$ cat config.mk
export PLATFORM = sky130hd
export DESIGN_NAME = vtx_mem_bridge
export DESIGN_NICKNAME = d
export VERILOG_FILES = /design/src/rtl/vmb_pkg.sv /design/src/rtl/vmb_fifo.sv /design/src/rtl/vmb_read_eng.sv /design/src/rtl/vmb_write_eng.sv /design/src/rtl/vtx_mem_bridge.sv
export SDC_FILE = /design/constraint.sdc
export NUM_CORES = 1
export LEC_CHECK = 0
export BUFFER_PORTS_ARGS = -buffer_cell sky130_fd_sc_hd__buf_2
export CELL_PAD_IN_SITES_DETAIL_PLACEMENT = 1
export CELL_PAD_IN_SITES_GLOBAL_PLACEMENT = 1
export CORE_MARGIN = 3
export CORE_UTILIZATION = 45
export DETAILED_ROUTE_END_ITERATION = 8
export PLACE_DENSITY = 0.87
export SETUP_SLACK_MARGIN = 0.5
export SLEW_MARGIN = 20
export SYNTH_ARGS = -nofsm -noshare
export SYNTH_HDL_FRONTEND = slang
export SYNTH_SLANG_ARGS = --single-unit
$ cat constraint.sdc
create_clock -name clk -period 2.9 [get_ports clk]
set_input_delay 0.58 -clock clk [delete_from_list [all_inputs] [get_ports clk]]
set_output_delay 0.58 -clock clk [all_outputs]
set_load 0.02 [all_outputs]
$ cat src/rtl/vmb_pkg.sv
package vmb_pkg;
  localparam int DATA_W   = 32;
  localparam int ADDR_W   = 8;
  localparam int CNT_W    = 5;
  localparam int KIND_BIT = 31;
  localparam logic [7:0] MODE_VAL = 8'h1A;

  typedef struct packed {
    logic              is_read;
    logic              mode_ok;
    logic [CNT_W-1:0]  count;
    logic [ADDR_W-1:0] offset;
  } setup_t;

  function automatic setup_t decode_setup(input logic [DATA_W-1:0] w);
    setup_t s;
    s.is_read = w[KIND_BIT];
    s.mode_ok = (w[15:8] == MODE_VAL);
    s.count   = (w[23:20] == 4'd0) ? CNT_W'(16) : {1'b0, w[23:20]};
    s.offset  = w[ADDR_W-1:0];
    return s;
  endfunction
endpackage

$ cat src/rtl/vmb_fifo.sv
module vmb_fifo #(
  parameter int W     = 32,
  parameter int DEPTH = 4,
  localparam int PW   = (DEPTH > 1) ? $clog2(DEPTH) : 1,
  localparam int CW   = $clog2(DEPTH + 1)
) (
  input  logic          clk,
  input  logic          rst_n,
  input  logic          in_valid,
  output logic          in_ready,
  input  logic [W-1:0]  in_data,
  output logic          out_valid,
  input  logic          out_ready,
  output logic [W-1:0]  out_data,
  output logic [CW-1:0] count
);
  logic [W-1:0]  mem [DEPTH];
  logic [PW-1:0] wp, rp;
  logic          do_push, do_pop;

  assign in_ready  = (count != CW'(DEPTH));
  assign out_valid = (count != '0);
  assign out_data  = mem[rp];
  assign do_push   = in_valid && in_ready;
  assign do_pop    = out_valid && out_ready;

  function automatic logic [PW-1:0] bump(input logic [PW-1:0] p);
    return (p == PW'(DEPTH - 1)) ? '0 : p + 1'b1;
  endfunction

  always_ff @(posedge clk) begin
    if (!rst_n) begin
      wp    <= '0;
      rp    <= '0;
      count <= '0;
    end else begin
      if (do_push) begin
        mem[wp] <= in_data;
        wp      <= bump(wp);
      end
      if (do_pop) rp <= bump(rp);
      if (do_push && !do_pop)      count <= count + 1'b1;
      else if (do_pop && !do_push) count <= count - 1'b1;
    end
  end
endmodule

$ cat src/rtl/vmb_read_eng.sv
module vmb_read_eng
  import vmb_pkg::*;
#(
  parameter int DEPTH = 4,
  localparam int CW   = $clog2(DEPTH + 1)
) (
  input  logic              clk,
  input  logic              rst_n,
  input  logic              load,
  input  logic [ADDR_W-1:0] ld_addr,
  input  logic [CNT_W-1:0]  ld_cnt,
  input  logic [CW-1:0]     q_count,
  output logic              rd_req,
  output logic [ADDR_W-1:0] rd_addr,
  output logic              fill_pend,
  output logic [CNT_W-1:0]  left
);
  logic [CW:0] occupied;

  assign occupied = {1'b0, q_count} + {{CW{1'b0}}, fill_pend};
  assign rd_req   = (left != '0) && (occupied < (CW + 1)'(DEPTH)) && !load;

  always_ff @(posedge clk) begin
    if (!rst_n) begin
      rd_addr   <= '0;
      left      <= '0;
      fill_pend <= 1'b0;
    end else begin
      fill_pend <= rd_req;
      if (load) begin
        rd_addr <= ld_addr;
        left    <= ld_cnt;
      end else if (rd_req) begin
        rd_addr <= rd_addr + 1'b1;
        left    <= left - 1'b1;
      end
    end
  end
endmodule

$ cat src/rtl/vmb_write_eng.sv
module vmb_write_eng
  import vmb_pkg::*;
(
  input  logic              clk,
  input  logic              rst_n,
  input  logic              load,
  input  logic [ADDR_W-1:0] ld_addr,
  input  logic              data_avail,
  input  logic              rd_busy,
  output logic              wr_req,
  output logic [ADDR_W-1:0] wr_addr,
  output logic              data_take
);
  logic cfg_ok;

  assign wr_req    = data_avail && cfg_ok && !rd_busy;
  assign data_take = data_avail && (!cfg_ok || !rd_busy);

  always_ff @(posedge clk) begin
    if (!rst_n) begin
      cfg_ok  <= 1'b0;
      wr_addr <= '0;
    end else if (load) begin
      cfg_ok  <= 1'b1;
      wr_addr <= ld_addr;
    end else if (wr_req) begin
      wr_addr <= wr_addr + 1'b1;
    end
  end
endmodule

$ cat src/rtl/vtx_mem_bridge.sv
module vtx_mem_bridge
  import vmb_pkg::*;
#(
  parameter int DEPTH = 4,
  localparam int CW   = $clog2(DEPTH + 1)
) (
  input  logic              clk,
  input  logic              rst_n,
  input  logic              wr_valid,
  output logic              wr_ready,
  input  logic [DATA_W-1:0] wr_data,
  input  logic              wr_is_setup,
  output logic              rd_valid,
  input  logic              rd_ready,
  output logic [DATA_W-1:0] rd_data,
  output logic              mem_req,
  output logic              mem_we,
  output logic [ADDR_W-1:0] mem_addr,
  output logic [DATA_W-1:0] mem_wdata,
  input  logic [DATA_W-1:0] mem_rdata
);
  logic [DATA_W:0]   head;
  logic              head_valid, head_take;
  logic [CW-1:0]     wf_count, rf_count;
  logic              head_setup;
  setup_t            dec;
  logic              rsetup_fire, wsetup_fire;
  logic              rd_req, fill_pend, rf_in_ready, rf_push;
  logic [ADDR_W-1:0] rd_addr, wr_addr;
  logic [CNT_W-1:0]  rd_left;
  logic              wr_req, data_take;

  vmb_fifo #(.W(DATA_W + 1), .DEPTH(DEPTH)) u_wq (
    .clk(clk), .rst_n(rst_n),
    .in_valid(wr_valid), .in_ready(wr_ready), .in_data({wr_is_setup, wr_data}),
    .out_valid(head_valid), .out_ready(head_take), .out_data(head),
    .count(wf_count)
  );

  assign head_setup  = head[DATA_W];
  assign dec         = decode_setup(head[DATA_W-1:0]);
  assign rsetup_fire = head_valid && head_setup && dec.mode_ok && dec.is_read;
  assign wsetup_fire = head_valid && head_setup && dec.mode_ok && !dec.is_read;
  assign head_take   = head_valid && (head_setup || data_take);

  vmb_read_eng #(.DEPTH(DEPTH)) u_rd (
    .clk(clk), .rst_n(rst_n),
    .load(rsetup_fire), .ld_addr(dec.offset), .ld_cnt(dec.count),
    .q_count(rf_count), .rd_req(rd_req), .rd_addr(rd_addr),
    .fill_pend(fill_pend), .left(rd_left)
  );

  vmb_write_eng u_wr (
    .clk(clk), .rst_n(rst_n),
    .load(wsetup_fire), .ld_addr(dec.offset),
    .data_avail(head_valid && !head_setup), .rd_busy(rd_left != '0),
    .wr_req(wr_req), .wr_addr(wr_addr), .data_take(data_take)
  );

  assign rf_push = fill_pend && rf_in_ready;

  vmb_fifo #(.W(DATA_W), .DEPTH(DEPTH)) u_rq (
    .clk(clk), .rst_n(rst_n),
    .in_valid(rf_push), .in_ready(rf_in_ready), .in_data(mem_rdata),
    .out_valid(rd_valid), .out_ready(rd_ready), .out_data(rd_data),
    .count(rf_count)
  );

  assign mem_req   = rd_req || wr_req;
  assign mem_we    = wr_req;
  assign mem_addr  = wr_req ? wr_addr : rd_addr;
  assign mem_wdata = head[DATA_W-1:0];
endmodule

Word-level counts from Yosys, hierarchy flattened
Memories as Yosys holds them, arrays and structs flattened. A register that Yosys moved wholly into a read port is not among the register bits.
Cells that the tools add are included.
{"block": "word_totals", "ff_bits": 37, "latch_bits": 0, "ramBits": 260, "mem_bits_ro": 0, "input_bits": 69, "output_inout_bits": 76, "word_cells": 99, "n_memories": 2}
{"block": "classes", "n_addsub": 12, "multipliers": 0, "div_mod_pow": 0, "magnitude_cmp": 1, "n_eq_ne": 7, "shift": 0, "n_mux": 26, "n_bitwise": 0, "n_reduce_logical": 40}
{"name": "u_wq.mem", "words": 4, "width": 33, "rd": 1, "rd_clocked_by_memory_dff": 1, "write_ports": 1, "line_no": "vmb_fifo.sv:17", "source": "logic [W-1:0] mem [DEPTH];"}
{"name": "u_rq.mem", "words": 4, "width": 32, "rd": 1, "rd_clocked_by_memory_dff": 1, "write_ports": 1, "line_no": "vmb_fifo.sv:17"}
{"cell": "$mux 8", "n": 5}
{"cell": "$logic_and 1x1->1", "n": 20}
{"cell": "$add 8x1->8 const B", "n": 2}
{"cell": "$mux 2", "n": 8}
{"cell": "$mux 5", "n": 3}
{"cell": "$mux 3", "n": 4}
{"cell": "$logic_not 1->1", "n": 9}
{"cell": "$add 2x1->2 const B", "n": 4}
{"cell": "$eq 2x2->1 const B", "n": 4}
{"cell": "$eq 8x5->1 const B", "n": 1}
{"cell": "$reduce_bool 2->1", "n": 4}
{"cell": "$add 3x1->3 const B", "n": 2}
{"cell": "$mux 1", "n": 6}
{"cell": "$ne 3x3->1 const B", "n": 2}
{"cell": "$reduce_bool 3->1", "n": 2}
{"cell": "$sub 3x1->3 const B", "n": 2}
{"cell": "$reduce_bool 5->1", "n": 1}
{"cell": "$sub 5x1->5 const B", "n": 1}
{"cell": "$add 3x1->4", "n": 1}
{"cell": "$logic_not 4->1", "n": 1}
{"cell": "$lt 4x3->1 const B", "n": 1}
{"cell": "$logic_or 1x1->1", "n": 3}

Depth between registers and ports, before layout
{"block": "logic_depth", "ltp_word": 10, "mapped_depth": 10, "mapped_depth_nobuf": 10}

Modules after synthesis
Synthesis repeated with hierarchy kept, for this count alone.
{"block": "hier_totals", "cells_unflattened": 614, "area_unflattened_um2": 11777.5}
{"module": "vmb_fifo (u_wq)", "n_inst": 1, "cells_each": 223, "area_each_um2": 5240.0, "seq_area_each_um2": 4144.0}
{"module": "vmb_fifo (u_rq)", "n_inst": 1, "cells_each": 217, "area_each_um2": 5091.1, "seq_area_each_um2": 4023.9}
{"module": "vmb_read_eng", "n_inst": 1, "cells_each": 89, "area_each_um2": 772.0, "seq_area_each_um2": 280.3}
{"module": "vmb_write_eng", "n_inst": 1, "cells_each": 58, "area_each_um2": 476.7, "seq_area_each_um2": 180.2}
{"module": "vtx_mem_bridge", "n_inst": 1, "cells_each": 27, "area_each_um2": 197.7, "seq_area_each_um2": 0.0}

Worst setup path before layout
Ideal clock, no wire load.
{"block": "synth_timing", "kind": "reg-to-reg", "start": "register (tool-made name)", "end": "register u_wq.count[2]", "setup_ps": 70, "arrival_ps": 2767, "required_ps": 2830, "setup_slack_ps": 63, "stages_incl_launch_ff": 10, "n_path_buf": 1, "period_less_slack_ps": 2837, "path_cell_list": "dfxtp_1 -> clkbuf_1 -> mux4_2 -> o31ai_1 -> ha_1 -> inv_1 -> fa_1 -> xor2_1 -> or3_1 -> a21oi_1"}
{"element": "end signal, assigned", "line_no": "vmb_fifo.sv:42", "source": "if (do_push && !do_pop) count <= count + 1'b1;"}
{"element": "end signal, assigned", "line_no": "vmb_fifo.sv:43", "source": "else if (do_pop && !do_push) count <= count - 1'b1;"}
{"element": "end, declared", "line_no": "vmb_fifo.sv:15", "source": "output logic [CW-1:0] count"}

==> impl_metrics.toml <==
[outcome]
status = "complete, but fails checks"
violations = "negative setup slack"

[synth]
synth_top_area_share = 0.664
synth_ff_type = "edfxtp_1"
synth_enable_flop_cells = 260
synth_seq_area_share = 0.733
mappedNetlistArea_sq_um = 11800
synthMostInstantiatedCell = "edfxtp_1"
synth_fp_nets = 691
synth.area.top_cells = "edfxtp_1 (66%), mux4_2 (11%), dfxtp_1 (7.0%), mux4_1 (2.0%), ha_1 (1.7%)"
async_flop_share = 0
postSynthAreaPerCell_sq_um = 19.5
syn-instance-count = 604
yosys-top-cells-count = "edfxtp_1 (260), mux4_2 (56), dfxtp_1 (41)"
post_synth_num_cell_types = 49
yosys_warnings = 0
ys_seq_elements = 301
yosysTopAreaCell = "edfxtp_1"

[clocking]
clk_pin_slew_ns = 0.06
cts_buffers = 31
cts_tree = "yes"
ctsLongestPathBuffers = 3
cts_max_level = 1
clock-sinks = 301
clock_network_latency_to_the_later_pin_of_the_worst_skew_pair_ns = 0.55
cts_root_buf = "clkbuf_16"

[timing]
report.final.setup_viol = 14
rsz0062_at_grt = "yes"
maximum_clock_rate_mhz = 316
tns_ns = -2.29
finalHoldWorstSlack_ns = 0.253
hold_violations = 0
drv_slew = 0
timing_worst_slew_pin_value_ns = 0.858
portion_of_the_clock_cycle_consumed_by_the_worst_path_in_the_final_layout = 1.09
final_critical_path_setup_slack_ns = -0.260
max_slew_margin = 0.427
layout_min_cycle_time_ns = 3.16
worst_clock_skew_ns = 0.0162

[layout]
final_net_count = 921
final_layout_size_suffix_gt1_frac = 0.447
area_overhead_of_the_layout_relative_to_synthesis_pct = 27.5
fin_area_sq_um = 15000
filler_cell_count = 2249
number_of_non_filler_instances_in_the_completed_layout = 1182

[hold_path]
hold-path-cell-count = 1
min-delay-path-class = "in2reg"

[routing]
wl_per_cell_microns = 26.3
routed_wl_mm = 31.1
remaining_drc_errors = 0
detailedRoute.firstPassIterationCount = 5
route.detailed.vias_per_inst = 5.60
detail_route.iter0.violations = 660
detail-route-antenna-nets = 0
detailroute.via_count = 6623

[floorplanning]
ioPinCount = 145
placementRows = 58
coreArea_sq_um = 25500
fp.dieW_microns = 168
initial_util = 0.462
total_die_area_sq_um = 28100
chipHeight_microns = 168

[grt]
largest_net_degree_at_the_start_of_global_routing = 38
grt_pass1_wl_mm = 43.7
grt_util_all_layers = 0.201
antenna_violations_before_repair = 2
globalRoute.totalOverflow = 0
first_global_vias = 7160

[critical_path]
critical_path.cell_chain = "buf_6, mux4_2, nor4b_4, nand4_2, nand2_4, nand2_4, buf_6"
critical_path.max_stage_delay_ns = 0.55
critPathSlowestCell = "mux4_2"
worstSetupEndpoint = "mem_req"
data_required_time_of_the_worst_path_ns = 2.32
worst_r2r_endpoint = "u_wr.wr_addr[1]"
cp_top_family = "simple AND/OR/NAND/NOR gates"
critPathCaptureType = "output pin"
cp_num_cells = 7
critPathMaxFanout = 8
cp-start-kind = "register"
cp.arrival_ns = 2.58
timing.critical_path.buf_inv = 2
worstSetupPathType = "reg2out"
reg2regPathDepth = 13
r2r_slack_ns = -0.13

[placed_design]
input_output_buffers = 144
placedInstanceArea_sq_um = 13000
hpwlAfterDp_mm = 17.3
gp_congestion = 0.737
inst_count_dp = 1078
post-place-ws_ns = 0.0622

[pwr]
reported_leakage_power_nw = 5.34
max-vdd-ir-drop_mv = 0.602
power_per_cell_area_nw_per_um2 = 935

[flow_run]
drv_cap = 0
## layout by cell type (no fill, tap or decap), types with 8 or more instances in the layout
master | netlist | routed
xor2_1 | 13 | 13
ha_1 | 16 | 15
and3_1 | 10 | 10
nor2_1 | 35 | 21
mux2i_1 | 9 | 9
buf_2 | 4 | 81
edfxtp_1 | 260 | 260
clkbuf_1 | 10 | 11
buf_6 | 2 | 68
nand2_1 | 39 | 28
clkbuf_16 | 0 | 32
mux4_2 | 56 | 63
dfxtp_1 | 41 | 39
buf_4 | 1 | 57
a211oi_2 | 15 | 15
inv_1 | 10 | 10
nor2_2 | 0 | 8
nand2_2 | 0 | 9
## sequential cells by signal, indices dropped and copies added (netlist names), named ones only
| signal | flops |
|---|---|
| u_rq.rp | 2 |
| u_rq.mem | 128 |
| u_wr.cfg_ok | 1 |
| u_wq.rp | 2 |
| u_rq.count | 3 |
| u_rd.left | 5 |
| u_wq.count | 3 |
| u_rd.fill_pend | 1 |
| u_wr.wr_addr | 8 |
| u_wq.mem | 132 |
| u_wq.wp | 2 |
| u_rd.rd_addr | 8 |
| u_rq.wp | 2 |
## per-layer routing
layer / GRT usage / part of all wire
met4: 0.0505 / 0.032
met3: 0.0460 / 0.062
met2: 0.361 / 0.54
met5: 0 / 0.00042
met1: 0.246 / 0.37
## kinds of logic (layout without fill, tap and decap cells)
kind of cell / after synthesis / in the layout / synth area share
compound gates: 36 / 36 / 0.0279
xor+xnor: 19 / 19 / 0.0141
fa+ha+maj: 18 / 18 / 0.0204
buf+inv: 35 / 282 / 0.0146
flops: 301 / 301 / 0.733
mux: 74 / 74 / 0.135
other cells: 0 / 1 / 0
simple gates: 121 / 121 / 0.0546
## area by class of cell
type                    instances  area, sq um  share of cell area
flip-flops and latches        301         8640               0.576
diodes                          1         2.50            0.000167
multi-input cells             268         3110               0.207
clock buffers                  42          817              0.0545
repair buffers                220         1900               0.127
inverters                      12         57.6             0.00384
clock inverters                 8         63.8             0.00426
well taps                     330          413              0.0275
## how the worst min path moves through the flow
stage                           start         endpoint  slack, ns
after floorplan            u_rq.rp[1]         register       0.45
after CTS                  wr_data[6]   u_wq.mem[0][6]       0.22
after detailed placement   u_rq.rp[1]       u_rq.rp[1]       0.50
after global placement     u_rq.rp[1]       u_rq.rp[1]       0.47
final                     wr_data[24]  u_wq.mem[2][24]       0.25
after global routing      wr_data[19]  u_wq.mem[3][19]       0.24
## metrics by stage
stage / power, W / utilization
floorplan: 0.00782 / -
global placement: 0.00884 / 0.511
detailed placement: 0.00901 / 0.511
CTS: 0.0135 / 0.574
global route: 0.0146 / 0.589
finish: 0.0140 / 0.589
## worst reg2reg max path, cell delays in order, from the launching register on
cell and delay, ns:
dfxtp_4 0.42, buf_6 0.14, mux4_2 0.55, buf_4 0.16, buf_6 0.10, buf_6 0.11, buf_6 0.10, buf_6 0.10
buf_6 0.11, or4b_4 0.56, buf_4 0.17, nor2_4 0.09, nand4b_1 0.15, a31oi_1 0.18
## where the power goes
| group | internal [W] | leakage, nW | switching [W] |
|---|---|---|---|
| clock | 0.00203 | 0.427 | 0.00154 |
| combinational | 0.00250 | 2.22 | 0.00261 |
| sequential | 0.00509 | 2.69 | 0.000254 |
## what timing repair did
action / CTS / global route
buffers inserted: 28 / 20
hold buffers: 0 / 0
pin swaps: 8 / 10
endpoints found under the setup margin: 98 / 93
gates resized for setup: 136 / 62
cloned: 4 / 1
No activity file was read; power rests on OpenSTA's default activity.
